<file path="src/rtl/nvm_seg_guard_pkg.sv">
package nvm_seg_guard_pkg;

  typedef enum logic {
    OP_ROW_WRITE  = 1'b0,
    OP_PAGE_ERASE = 1'b1
  } nvm_op_e;

  // Captured protection settings
  typedef struct packed {
    logic       gblWp;
    logic       gblCp;
    logic       segOff;
    logic       topAnchor;
    logic       lastOpen;
    logic [7:0] pagePtr;
  } prot_cfg_t;

  // Strobes from control to datapath
  typedef struct packed {
    logic issue;
    logic refuse;
    logic clear;
  } guard_strobe_t;

endpackage

</file>
<file path="src/rtl/nvm_seg_guard_dp.sv">
module nvm_seg_guard_dp
  import nvm_seg_guard_pkg::*;
#(
  parameter int ADDR_W     = 17,
  parameter int PAGE_BITS  = 9,
  parameter int LAST_PAGE  = 191
) (
  input  logic              clk,
  input  logic              rst,
  input  prot_cfg_t         cfgIn,
  input  logic [ADDR_W-1:0] reqAddr,
  input  nvm_op_e           reqOp,
  input  guard_strobe_t     strobes,
  output logic              protHit,
  output logic [ADDR_W-1:0] flashAddr,
  output nvm_op_e           flashOp
);

  localparam int PAGE_W = ADDR_W - PAGE_BITS;
  localparam logic [PAGE_W-1:0] LastIdx = PAGE_W'(LAST_PAGE);

  prot_cfg_t          cfgQ;
  logic [PAGE_W-1:0]  pageIdx;
  logic [PAGE_W-1:0]  ptrIdx;
  logic               inLow;
  logic               inHigh;
  logic               onLast;
  logic               segHit;
  logic               gblHit;

  // Settings follow the inputs only while reset is held
  always_ff @(posedge clk) begin
    if (rst) cfgQ <= cfgIn;
  end

  assign pageIdx = reqAddr[ADDR_W-1:PAGE_BITS];
  assign ptrIdx  = PAGE_W'(cfgQ.pagePtr);
  assign inLow   = (pageIdx <= ptrIdx);
  assign inHigh  = (pageIdx >= ptrIdx);
  assign onLast  = (pageIdx == LastIdx);

  always_comb begin
    if (cfgQ.segOff)         segHit = 1'b0;
    else if (cfgQ.topAnchor) segHit = inHigh;
    else                     segHit = inLow | (~cfgQ.lastOpen & onLast);
  end

  assign gblHit  = cfgQ.gblWp | cfgQ.gblCp;
  assign protHit = gblHit | segHit;

  always_ff @(posedge clk) begin
    if (rst) begin
      flashAddr <= '0;
      flashOp   <= OP_ROW_WRITE;
    end else if (strobes.issue) begin
      flashAddr <= reqAddr;
      flashOp   <= reqOp;
    end
  end

  p_cfg_frozen_r9: assert property (@(posedge clk) disable iff (rst)
    1'b1 |=> $stable(cfgQ))
    else $error("settings changed outside reset");

  p_global_blocks_r6: assert property (@(posedge clk) disable iff (rst)
    (cfgQ.gblWp || cfgQ.gblCp) |-> protHit)
    else $error("global flag did not force refusal");

  p_addr_follows_r7: assert property (@(posedge clk) disable iff (rst)
    strobes.issue |=> (flashAddr == $past(reqAddr)))
    else $error("granted address not carried");

endmodule

</file>
<file path="src/rtl/nvm_seg_guard_ctrl.sv">
module nvm_seg_guard_ctrl
  import nvm_seg_guard_pkg::*;
(
  input  logic          clk,
  input  logic          rst,
  input  logic          reqValid,
  input  logic          protHit,
  input  logic          violClear,
  output guard_strobe_t strobes,
  output logic          flashEn,
  output logic          denyPulse,
  output logic          violation
);

  always_comb begin
    strobes.issue  = reqValid & ~protHit;
    strobes.refuse = reqValid &  protHit;
    strobes.clear  = violClear;
  end

  always_ff @(posedge clk) begin
    if (rst) begin
      flashEn   <= 1'b0;
      denyPulse <= 1'b0;
      violation <= 1'b0;
    end else begin
      flashEn   <= strobes.issue;
      denyPulse <= strobes.refuse;
      if (strobes.refuse)     violation <= 1'b1;
      else if (strobes.clear) violation <= 1'b0;
    end
  end

  p_excl_r7: assert property (@(posedge clk) disable iff (rst)
    !(flashEn && denyPulse))
    else $error("grant and refusal together");

  p_deny_flags_r8: assert property (@(posedge clk) disable iff (rst)
    denyPulse |-> violation)
    else $error("refusal without violation flag");

  p_viol_hold_r8: assert property (@(posedge clk) disable iff (rst)
    (violation && !violClear) |=> violation)
    else $error("violation dropped without clear");

  p_idle_quiet_r10: assert property (@(posedge clk) disable iff (rst)
    !reqValid |=> (!flashEn && !denyPulse))
    else $error("pulse without request");

endmodule

</file>
<file path="src/rtl/nvm_seg_guard.sv">
module nvm_seg_guard
  import nvm_seg_guard_pkg::*;
#(
  parameter int ADDR_W    = 17,
  parameter int PAGE_BITS = 9,
  parameter int LAST_PAGE = 191
) (
  input  logic              clk,
  input  logic              rst,
  input  logic              reqValid,
  input  logic              reqOp,
  input  logic [ADDR_W-1:0] reqAddr,
  input  logic              gblWrProt,
  input  logic              gblCodeProt,
  input  logic              segDisable,
  input  logic              segTopAnchor,
  input  logic              segLastOpen,
  input  logic [7:0]        segPagePtr,
  input  logic              violClear,
  output logic              flashEn,
  output logic              flashOp,
  output logic [ADDR_W-1:0] flashAddr,
  output logic              denyPulse,
  output logic              violation
);

  prot_cfg_t     cfgIn;
  guard_strobe_t strobes;
  logic          protHit;
  nvm_op_e       opIn;
  nvm_op_e       opOut;

  assign cfgIn = '{gblWp: gblWrProt, gblCp: gblCodeProt, segOff: segDisable,
                   topAnchor: segTopAnchor, lastOpen: segLastOpen,
                   pagePtr: segPagePtr};
  assign opIn    = nvm_op_e'(reqOp);
  assign flashOp = opOut;

  nvm_seg_guard_dp #(
    .ADDR_W    (ADDR_W),
    .PAGE_BITS (PAGE_BITS),
    .LAST_PAGE (LAST_PAGE)
  ) i_dp (
    .clk       (clk),
    .rst       (rst),
    .cfgIn     (cfgIn),
    .reqAddr   (reqAddr),
    .reqOp     (opIn),
    .strobes   (strobes),
    .protHit   (protHit),
    .flashAddr (flashAddr),
    .flashOp   (opOut)
  );

  nvm_seg_guard_ctrl i_ctrl (
    .clk       (clk),
    .rst       (rst),
    .reqValid  (reqValid),
    .protHit   (protHit),
    .violClear (violClear),
    .strobes   (strobes),
    .flashEn   (flashEn),
    .denyPulse (denyPulse),
    .violation (violation)
  );

endmodule

</file>
<file path="config.mk">
export PLATFORM = sky130hd
export DESIGN_NAME = nvm_seg_guard
export DESIGN_NICKNAME = d
export VERILOG_FILES = /design/src/rtl/nvm_seg_guard_pkg.sv /design/src/rtl/nvm_seg_guard_dp.sv /design/src/rtl/nvm_seg_guard_ctrl.sv /design/src/rtl/nvm_seg_guard.sv
export SDC_FILE = /design/constraint.sdc
export NUM_CORES = 1
export LEC_CHECK = 0
export BUFFER_PORTS_ARGS = -buffer_cell sky130_fd_sc_hd__buf_2
export CORE_UTILIZATION = 39
export DETAILED_ROUTE_END_ITERATION = 6
export PLACE_DENSITY = 0.75
export SYNTH_ARGS = -nofsm -noshare
export SYNTH_HDL_FRONTEND = slang
export SYNTH_SLANG_ARGS = --single-unit
</file>
<file path="constraint.sdc">
create_clock -name clk -period 3.8 [get_ports clk]
set_clock_uncertainty 0.1 [all_clocks]
set_input_delay 0 -clock clk [delete_from_list [all_inputs] [get_ports clk]]
set_output_delay 0 -clock clk [all_outputs]
set_load 0.1 [all_outputs]
</file>
Word level (Yosys, flattened, before mapping)
Index checks and enable logic that the tools add are counted.
Word-level totals
  register bits after elaboration: 34
  output and inout port bits: 21
  input port bits: 35
Cells by class
  magnitude comparators: 2
  reduce and logical (&&, ||, !) cells: 1
  multiplexer cells: 4
  bitwise operators: 8
  equal/unequal tests: 1
Operators with widths (count)
  $eq A8 B8 Y1 const B: 1
  $ge A8 B8 Y1: 1
  $le A8 B8 Y1: 1
  $mux W1: 4
  $and A1 B1 Y1: 3
  $or A1 B1 Y1: 3
  $not A1 Y1: 2
  $reduce_bool A2 Y1: 1

Depth between registers and ports, before layout
Gate-level depths: netlist (run 1).
  word-level depth: 8
  mapped depth: 10
  depth with buffers taken out: 8

Hierarchy
A second synthesis (run 1) with hierarchy kept.
Unflattened totals
  cells, all modules: 118
  area total of the unflattened synthesis: 1366.3 sq um
By module, submodules not included
  nvm_seg_guard_dp: instances 1, cells an instance 107, area an instance 1260.0 sq um, sequential area each 750.7 sq um
  nvm_seg_guard_ctrl: instances 1, cells an instance 11, area an instance 106.4 sq um, sequential area each 60.1 sq um

Worst setup path after synthesis (run 1)
No wires, ideal clock.
  path type: register -> register
  start point: reg i_dp.cfgQ, in the netlist i_dp.ptrIdx[1]
  end point: reg i_dp.flashAddr[0]
  data arrival time: 1.954 ns
  path slack: 1.674 ns
  path buffers: 2
  period minus slack after synthesis: 2.126 ns
  library setup time: 0.072 ns
  cell stages (with the launch flop): 11
  cells stage by stage: edfxtp_1 > inv_1 > ha_1 > nor2b_4 > o211ai_2 > a21oi_2 > o41a_1 > a21oi_2 > buf_6 > buf_12 > mux2i_1
On the way
  word-level cells in the longest chain between the ends: 7
  elaborated cells between the ends (all ways): 8
  classes of those cells: order compare (2); mux (2); bitwise (4)
Ends and longest elaborated chain
  start, declared: RTL line nvm_seg_guard_dp.sv:22  | prot_cfg_t cfgQ;
  start signal, assigned: RTL line nvm_seg_guard_dp.sv:33  | if (rst) cfgQ <= cfgIn;
  $le A8 B8 Y1: RTL line nvm_seg_guard_dp.sv:38  | assign inLow = (pageIdx <= ptrIdx);
  $or A1 B1 Y1: RTL line nvm_seg_guard_dp.sv:45  | else segHit = inLow | (~cfgQ.lastOpen & onLast);
  $mux W1 *: RTL line nvm_seg_guard_dp.sv:44  | else if (cfgQ.topAnchor) segHit = inHigh;
  $mux W1 *: RTL line nvm_seg_guard_dp.sv:43  | if (cfgQ.segOff) segHit = 1'b0;
  $or A1 B1 Y1 *: RTL line nvm_seg_guard_dp.sv:49  | assign protHit = gblHit | segHit;
  $not A1 Y1 *: RTL line nvm_seg_guard_ctrl.sv:16  | strobes.issue = reqValid & ~protHit;
  $and A1 B1 Y1 *: RTL line nvm_seg_guard_ctrl.sv:16
  end signal, assigned: RTL line nvm_seg_guard_dp.sv:56  | flashAddr <= reqAddr;
  end, declared: RTL line nvm_seg_guard_dp.sv:15  | output logic [ADDR_W-1:0] flashAddr,
Mark *: on every way between the ends. The rest lies on a longest branch, timed or not.
A chain may end at the register's enable or synchronous reset.

Worst setup path after layout (run 1)
  start point: in reqAddr[12]
  end point: reg i_ctrl.violation
On the way
  word-level cells in the longest chain between the ends: 8
  elaborated cells between the ends (all ways): 11
  classes of those cells: order compare (2); eq/ne (1); mux (3); bitwise (4); reduce/logical (1)
Ends and longest elaborated chain
  start, declared: RTL line nvm_seg_guard.sv:12  | input logic [ADDR_W-1:0] reqAddr,
  branches (longest 3 deep; another with $le A8 B8 Y1)
  $mux W1 *: RTL line nvm_seg_guard_dp.sv:44
  $mux W1 *: RTL line nvm_seg_guard_dp.sv:43
  $or A1 B1 Y1 *: RTL line nvm_seg_guard_dp.sv:49
  $and A1 B1 Y1 *: RTL line nvm_seg_guard_ctrl.sv:17  | strobes.refuse = reqValid & protHit;
  $mux W1 or $reduce_bool A2 Y1 (tied branches)
  end signal, assigned: RTL line nvm_seg_guard_ctrl.sv:25  | violation <= 1'b0;
  end signal, assigned: RTL line nvm_seg_guard_ctrl.sv:29  | if (strobes.refuse) violation <= 1'b1;
  end signal, assigned: RTL line nvm_seg_guard_ctrl.sv:30  | else if (strobes.clear) violation <= 1'b0;
  end, declared: RTL line nvm_seg_guard_ctrl.sv:12  | output logic violation
Mark *: on every way between the ends.

==> reports/metrics.yaml, run 1 <==
dieWidth_um: 65.6
cts.sinks: 34
p_leak_nw: 1.01
yosys-top-cells-count: "nand2b_1 (37), dfxtp_1 (21), mux2i_1 (18)"
cts-buffers-inserted: 5
drc: 0
clkPwrFrac_pct: 29.1
cp-start-kind: "primary input"
async_flop_share_pct: 0
endpoint_kind: "register"
dieArea_um2: 4300
p_sw_w: 0.000248
drv_slew: 0
portBuffers: 55
max_freq_mhz: 373
syn-num-nets: 180
clkLatencyLatePin_ns: 0.28
antenna_found_initial: 0
min_from: "rst"
grt_pass1_vias: 1210
ys_seq_elements: 34
netlist_top_cells_area: "dfxtp_1 (27%), edfxtp_1 (25%), nand2b_1 (15%)"
synth.most_common_cell: "nand2b_1"
area_growth_pct: 45.6
post_cts_resized: 0
critPathLaunch: "reqAddr[12]"
stdcell_count: 277
cp.required_ns: 3.86
critPathArrivalTime_ns: 2.75
dr.pass1.iters: 4
drive_gt1_share_pct: 29.3
p_seq_share_pct: 48.1
relSlewSlack_pct: 52.8
pwr_density_cell_nw_per_um2: 369
crit_top_cell: "dlygate4sd3_1"
path_cells: "dlygate4sd3_1 > buf_2 > ha_1 > a21oi_1 > a21oi_2 > o41a_1 > a21boi_0 > o32ai_1 > dlygate4sd3_1"
clk_pin_slew_ns: 0.07
routed_wl_um: 3330
io_pins: 56
htree_levels: 2
synthesis.area_per_instance_um2: 11.5
p_sw_share_pct: 29.2
core_um2: 3770
place_hpwl_um: 2020
hold_violations: 0
drtIter0Drc: 32
setup_viol: 0
r2r-start: "i_dp.ptrIdx[1]$_DFFE_PP_"
yosysTopAreaCell: "dfxtp_1"
path_class: "primary input to register"
combPwrFrac_pct: 22.8
slowest_stage: "dlygate4sd3_1"
grt-ovfl-total: 0
hold_buffers: 34
dpl.cell_count: 235
ys_seq_area_share_pct: 51.4
status: "completed"
n_fill_cell: 329
num_antenna_cells: 0
post_cts_buffers: 0
wl_per_cell_um: 12.0
internal_power_w: 0.000601
grt_setup_unrepaired: "false"
clockBufferDepth: 2
yosysUniqueCellTypes: 26
cts-root-buf: "clkbuf_8"
fin_setup_tns_ns: 0
ir_drop_uv: 271
gp_congestion: 0.751
grt_max_degree: 52
grt_first_pass_wirelength_um: 5240
yosysTopAreaCellShare_pct: 26.7
min_period_over_period_pct: 70.6
critPathMaxStageDelay_ns: 0.57
die-height_um: 65.6
num_rows: 22
place_area_um2: 1870
viasPerCell: 4.56
grt_use_total_pct: 16.5
num_vias: 1264
min_path_type: "primary input to register"
cts_tree: "yes"
yosys_most_used_dff: "dfxtp_1"
drv_cap: 0
synth_cells: 137
fin_crit_ns: 2.68
ant_nets: 0
ys_warn_count: 0
stdcell_area_um2: 2300
start_util_pct: 41.8
nets: 271
critPathMaxFanout: 3
synth_edf_count: 13
synth_area_um2: 1580
tightest_slew_ns: 0.707
==> metrics by stage <==
step	util, %	hold WS [ns]	setup slack [ns]	total power, W
floorplan	-	-0.00113	1.67	0.000542
global placement	49.7	0.0769	1.58	0.000580
detailed placement	49.7	0.0781	1.54	0.000581
CTS	60.9	0.225	1.14	0.000856
global route	60.9	0.251	0.988	0.000894
finish	60.9	0.209	1.12	0.000848
==> power groups by stage <==
stage	Sequential (W)	Combinational, W	Clock [W]
floorplan	0.000482	0.0000594	0
global placement	0.000415	0.000164	0
detailed placement	0.000416	0.000165	0
CTS	0.000408	0.000192	0.000256
global route	0.000410	0.000206	0.000278
finish	0.000408	0.000194	0.000247
==> state kept, by name (all words and copies together) (netlist names) <==
register,cells
i_dp.flashAddr,17
i_ctrl.flashEn,1
i_ctrl.violation,1
i_dp.cfgQ,5
i_dp.ptrIdx,8
i_dp.flashOp,1
i_ctrl.denyPulse,1
==> layer usage <==
layer / track usage [%] / wire length (um)
met5: 0 / 0
met2: 29.6 / 1720
met3: 5.73 / 182
met1: 17.6 / 1360
met4: 5.98 / 70
==> cells by family (layout without fill, tap and decap cells) <==
logic type	after synthesis	count (layout)	synth area share, %
mux	18	18	11.4
buf+inv	16	108	5.32
flops	34	34	51.4
simple gates	49	49	19.4
fa+ha+maj	8	8	6.35
compound gates	12	12	6.11
==> critical path: cells and delay by family <==
kind | cells | cell delay [ns]
adder cells (fa/ha/maj) | 1 | 0.34
buffers and inverters | 3 | 1.27
AO/OA/AOI/OAI | 5 | 1.14
==> cell type report <==
type | instances | area [um2] | share of cell area, %
flip-flops and latches | 34 | 811 | 35.3
multi-input cells | 87 | 682 | 29.7
repair buffers | 90 | 623 | 27.1
clock buffers | 6 | 72.6 | 3.16
well taps | 48 | 60.1 | 2.62
inverters | 10 | 37.5 | 1.63
clock inverters | 2 | 10.0 | 0.436
==> worst paths after layout <==
path	cells after the start	to	slack (ns)
setup / recovery	9	i_ctrl.violation$_SDFFE_PP0P_	1.12
hold / removal	1	i_dp.cfgQ[9]$_DFFE_PP_	0.21
hold reg to reg	1	i_ctrl.flashEn$_SDFF_PP0_	0.34
setup reg to reg	9	i_ctrl.violation$_SDFFE_PP0P_	1.17
==> cell usage in the layout, fill, tap and decap left out, types with 3 or more instances in the layout <==
master / instances
clkbuf_8: 5
nand2b_1: 37
inv_1: 10
buf_2: 55
nor2_1: 3
mux2i_1: 18
ha_1: 8
edfxtp_1: 13
dlygate4sd3_1: 34
dfxtp_1: 21
Power figures use the tool's default switching activity.
==> inputs of run 2 (changes only) <==
- PLACE_DENSITY: 0.75 -> 0.78
- clock period: 3.8 -> 2.3 ns (I/O delays scaled with it)
==> reports/metrics.yaml, run 2 (same netlist as run 1, synthesis figures left out) <==
p_seq_share_pct: 46.5  # -1.6 points
wl_per_cell_um: 12.4  # +3.6%
r2r-end: "i_dp.flashAddr[2]$_SDFFE_PP0P_"
clkLatencyLatePin_ns: 0.28  # about the same
p_total_w: 0.00145  # +71%
n_fill_cell: 291  # -12%
start_util_pct: 41.8  # unchanged
holdPathStages: 1  # unchanged
num_antenna_cells: 0  # unchanged
hold_slack_ns: 0.222  # +0.0127 ns
largest_reg_flops: 17  # unchanged
combPwrFrac_pct: 23.7  # +0.9 points
critPathBufInv: 3  # unchanged
endpoint_kind: "register"
fin_setup_tns_ns: 0  # unchanged
dieArea_um2: 4300  # unchanged
status: "completed"
multi_input_area_um2: 723  # +6.1%
dr.pass1.iters: 4  # unchanged
clk_pin_slew_ns: 0.06  # about the same
r2r-start: "i_dp.ptrIdx[6]$_DFFE_PP_"
grt_first_pass_wirelength_um: 5250  # +0.11%
drtIter0Drc: 33  # +3.1%
die-height_um: 65.6  # unchanged
grt_use_total_pct: 16.7  # +0.18 points
nets: 272  # +0.37%
cp-start-kind: "primary input"
regArea_um2: 811  # unchanged
p_sw_w: 0.000412  # +66%
fin_crit_ns: 2.24
grt-ovfl-total: 0  # unchanged
num_vias: 1270  # +0.47%
grt_pass1_vias: 1294  # +6.9%
min_path_type: "primary input to register"
post_cts_buffers: 0  # unchanged
area_growth_pct: 52.3
relSlewSlack_pct: 52.5  # -0.30 points
cts-root-buf: "clkbuf_8"
htree_levels: 2  # unchanged
critPathMaxStageDelay_ns: 0.53  # -0.04 ns
dieWidth_um: 65.6  # unchanged
p_leak_nw: 1.03  # +2.2%
cts_tree: "yes"
max_freq_mhz: 447
place_hpwl_um: 2020  # +0.27%
setup_viol: 0  # unchanged
num_rows: 22  # unchanged
cp.required_ns: 2.41  # -1.45 ns
worst_r2r_path_depth: 8  # -1
internal_power_w: 0.00104  # +73%
path_cells: "dlygate4sd3_1 > buf_2 > ha_1 > nand4_1 > o21ai_1 > o41a_1 > a21oi_4 > clkbuf_16 > mux2i_1"
core_um2: 3770  # unchanged
largest_register: "i_dp.flashAddr"
cts-buffers-inserted: 5  # unchanged
antenna_found_initial: 0  # unchanged
hold_violations: 0  # unchanged
io_pins: 56  # unchanged
holdPathEnd: "i_dp.cfgQ[8]$_DFFE_PP_"
drv_cap: 0  # unchanged
cts.sinks: 34  # unchanged
drc: 0  # unchanged
p_sw_share_pct: 28.4  # -0.82 points
critPathArrivalTime_ns: 2.34  # -0.41 ns
clkPwrFrac_pct: 29.8  # +0.7 points
ant_nets: 0  # unchanged
slowest_stage: "dlygate4sd3_1"
mostFrequentLayoutCell: "buf_2"
min_from: "rst"
routed_wl_um: 3460  # +4.0%
viasPerCell: 4.57  # +0.11%
pwr_density_cell_nw_per_um2: 605  # +64%
gp_congestion: 0.747  # -0.49%
min_period_over_period_pct: 97.3
drive_gt1_share_pct: 32.6  # +3.4 points
tightest_slew_ns: 0.712  # +0.00452 ns
ir_drop_uv: 444  # +64%
path_class: "primary input to register"
drv_slew: 0  # unchanged
r2r_slack_ns: 0.09  # -1.08 ns
clockBufferDepth: 2  # unchanged
crit_cells: 9  # unchanged
grt_setup_unrepaired: "true"
timing.critical_path.max_delay_family: "buffers and inverters"
grt_max_degree: 52  # unchanged
critPathMaxFanout: 9  # +6
layout_common_cells: "buf_2 (54), nand2b_1 (37), dlygate4sd3_1 (33)"
portBuffers: 55  # unchanged
## run 2: changes by cell type in the layout (fill, tap and decap cells not counted), moves of 2 or more
cell	before	now
inv_1	10	8
clkbuf_16	0	2
ha_1	8	6
inv_2	0	2
ha_4	0	2
## run 2: repair_timing
| item | 4_1_cts | 5_1_grt |
|---|---|---|
| hold buffers | 33 | 0 |
| resized for setup | 0 | 10 |
| endpoints found under the setup margin | 0 | 18 |
| hold endpoints to repair | 34 | 0 |
## run 2: per-stage QoR
step / utilization (%) / instances / cell area [um2] / setup slack [ns]
2_1_floorplan: - / 137 / 1580 / 0.174
3_3_place_gp: 50.0 / 235 / 1890 / 0.176
3_5_place_dp: 50.0 / 235 / 1890 / 0.115
4_1_cts: 61.2 / 276 / 2310 / 0.0609
5_1_grt: 63.7 / 278 / 2400 / -0.0134
6_report: 63.7 / 278 / 2400 / 0.0628
## run 2: final cells by class
class	instances	area share, %
flip-flops and latches	34	33.8
multi-input cells	87	30.1
repair buffers	91	28.2
clock buffers	7	3.60
well taps	48	2.50
inverters	10	1.56
clock inverters	1	0.208
## run 2: worst register-to-register path: stages, from the launching register on
cell and delay, ns:
edfxtp_1 0.39, inv_2 0.08, ha_4 0.20, a21oi_1 0.14, a21boi_1 0.10, o41a_1 0.47
a21oi_4 0.26, clkbuf_16 0.22, mux2i_1 0.18
## run 2: worst max path at each step
stage                        startpoint                             end  slack [ns]
2_1_floorplan  i_dp.ptrIdx[1]$_DFFE_PP_  i_dp.flashAddr[0]$_SDFFE_PP0P_        0.17
3_3_place_gp   i_dp.ptrIdx[1]$_DFFE_PP_  i_dp.flashAddr[2]$_SDFFE_PP0P_        0.18
6_report                    reqAddr[12]  i_dp.flashAddr[2]$_SDFFE_PP0P_        0.06
4_1_cts                     reqAddr[12]  i_dp.flashAddr[4]$_SDFFE_PP0P_        0.06
3_5_place_dp   i_dp.ptrIdx[1]$_DFFE_PP_  i_dp.flashAddr[4]$_SDFFE_PP0P_        0.11
5_1_grt        i_dp.ptrIdx[6]$_DFFE_PP_  i_dp.flashAddr[6]$_SDFFE_PP0P_       -0.01
## run 2: power by group through the flow
stage	clock network, W	logic, W	registers (W)
after floorplan	0	0.0000982	0.000797
after global placement	0	0.000273	0.000687
after detailed placement	0	0.000277	0.000687
after CTS	0.000447	0.000319	0.000674
after global routing	0.000477	0.000367	0.000678
final	0.000433	0.000344	0.000675
## run 2: routing by layer
metal	part of all wire [%]	global-route usage, %	up-vias	wire [um]
li1	-	-	652	-
met1	41	15.6	572	1400
met2	52	32.1	36	1790
met3	5.4	5.21	10	186
met4	2.2	8.15	0	76
met5	0	0	-	0
==> inputs of run 3 (changes only) <==
- PLACE_DENSITY: 0.78 -> not set
- PLACE_DENSITY_LB_ADDON: not set -> 0.08
==> reports/metrics.yaml, run 3 (same netlist as run 1, synthesis figures left out) <==
num_vias: 1289  # +1.5%
grt_max_degree: 52  # unchanged
die-height_um: 65.6  # unchanged
grt_busiest_layer: "met2"
grt_setup_unrepaired: "true"
tightest_slew_ns: 0.725  # +0.0127 ns
start_util_pct: 41.8  # unchanged
cts-buffers-inserted: 5  # unchanged
gp_congestion: 0.669  # -10%
place_area_um2: 1890  # unchanged
ant_nets: 0  # unchanged
htree_levels: 2  # unchanged
core_um2: 3770  # unchanged
critPathArrivalTime_ns: 2.37  # +0.03 ns
portBuffers: 55  # unchanged
num_rows: 22  # unchanged
regArea_um2: 811  # unchanged
max_freq_mhz: 442  # -1.0%
cts_tree: "yes"
critPathMaxFanout: 4  # -5
pwr_density_cell_nw_per_um2: 603  # -0.19%
min_period_over_period_pct: 98.3  # +1.0 points
drv_slew: 0  # unchanged
largest_register: "i_dp.flashAddr"
area_growth_pct: 55.1
clkLatencyLatePin_ns: 0.28  # about the same
grt_use_total_pct: 16.0  # -0.72 points
path_cells: "dlygate4sd3_1 > buf_2 > ha_1 > nand4_1 > o21ai_0 > o41a_1 > a21oi_4 > clkbuf_16 > mux2i_1"
clockBufferDepth: 2  # unchanged
antenna_found_initial: 0  # unchanged
wl_per_cell_um: 12.2  # -1.7%
cp.required_ns: 2.41  # about the same
grt-ovfl-total: 0  # unchanged
relSlewSlack_pct: 51.7  # -0.84 points
drc: 0  # unchanged
layout_common_cells: "buf_2 (55), nand2b_1 (37), dlygate4sd3_1 (33)"
viasPerCell: 4.59  # +0.41%
grt_first_pass_wirelength_um: 5110  # -2.7%
dr.pass1.iters: 4  # unchanged
io_pins: 56  # unchanged
slowest_stage: "dlygate4sd3_1"
nets: 275  # +1.1%
grt_pass1_vias: 1260  # -2.6%
n_fill_cell: 306  # +5.2%
endpoint_kind: "register"
drtIter0Drc: 37  # +12%
dieArea_um2: 4300  # unchanged
clk_pin_slew_ns: 0.07  # about the same
mostFrequentLayoutCell: "buf_2"
largest_reg_flops: 17  # unchanged
use_met2_pct: 30.2  # -1.9 points
fin_crit_ns: 2.26  # +0.0230 ns
ir_drop_uv: 363  # -18%
p_leak_nw: 1.05  # +1.6%
routed_wl_um: 3440  # -0.64%
dieWidth_um: 65.6  # unchanged
setup_viol: 0  # unchanged
place_hpwl_um: 2090  # +3.4%
p_total_w: 0.00148  # +1.6%
cp-start-kind: "primary input"
grtUsageMet3_pct: 4.69  # -0.52 points
drv_cap: 0  # unchanged
hold_violations: 0  # unchanged
min_path_type: "primary input to register"
status: "completed"
multi_input_area_um2: 743  # +2.8%
path_class: "primary input to register"
use_met1_pct: 16.0  # +0.49 points
cts.sinks: 34  # unchanged
critPathMaxStageDelay_ns: 0.52  # about the same
drive_gt1_share_pct: 34.8  # +2.2 points
num_antenna_cells: 0  # unchanged
cts-root-buf: "clkbuf_8"
stdcell_area_um2: 2440  # +1.8%
-- run 3: cell count changes in the layout (fill, tap and decap cells not counted), sizes merged --
cell  change
buf       +3
-- run 3: per-layer routing --
| metal | routed length, um | vias to the layer above |
|---|---|---|
| met5 | 0 | - |
| met4 | 44 | 0 |
| met3 | 139 | 4 |
| met2 | 1810 | 35 |
| met1 | 1450 | 590 |
| li1 | - | 660 |
-- run 3: stage by stage --
stage / setup WS [ns] / hold WS [ns] / instances / setup TNS [ns] / utilization (%)
after global placement: 0.164 / 0.0760 / 235 / 0 / 50.0
after CTS: 0.0561 / 0.217 / 276 / 0 / 61.2
after global routing: -0.0437 / 0.285 / 281 / -0.326 / 64.8
final: 0.0398 / 0.219 / 281 / 0 / 64.8
after detailed placement: 0.0928 / 0.0781 / 235 / 0 / 50.0
after floorplan: 0.174 / -0.00113 / 137 / 0 / -
-- run 3: area by class of cell --
| cell class | instances | area share [%] |
|---|---|---|
| clock inverter | 1 | 0.205 |
| clock buffer | 7 | 3.53 |
| sequential | 34 | 33.2 |
| timing repair buffer | 94 | 28.7 |
| tap | 48 | 2.46 |
| inverter | 10 | 1.54 |
| multi-input combinational | 87 | 30.4 |
-- run 3: final timing paths --
check | slack [ns] | end | startpoint | cells past startpoint
worst max-delay path | 0.04 | i_dp.flashAddr[12]$_SDFFE_PP0P_ | reqAddr[16] | 9
worst min register to register | 0.36 | i_ctrl.flashEn$_SDFF_PP0_ | i_dp.cfgQ[12]$_DFFE_PP_ | 1
worst max register to register | 0.06 | i_dp.flashAddr[12]$_SDFFE_PP0P_ | i_dp.ptrIdx[1]$_DFFE_PP_ | 9
worst min-delay path | 0.22 | i_dp.cfgQ[11]$_DFFE_PP_ | rst | 1
-- run 3: timing repair --
item,CTS,global route
hold buffers,33,0
endpoints found under the hold margin,34,0
gates resized for setup,0,11
buffers inserted,0,2
endpoints found under the setup margin,0,18
-- run 3: power breakdown --
group	switching [W]	total, W	internal, W	leakage [nW]
Combinational	0.000210	0.000354	0.000144	0.700
Clock	0.000206	0.000447	0.000241	0.0482
Sequential	0.0000134	0.000675	0.000661	0.298
-- run 3: critical path, delay by kind of cell --
| kind | cells | cell delay, ns |
|---|---|---|
| compound gates | 3 | 0.84 |
| fa+ha+maj | 1 | 0.32 |
| buf+inv | 3 | 0.87 |
| mux | 1 | 0.18 |
| simple gates | 1 | 0.15 |
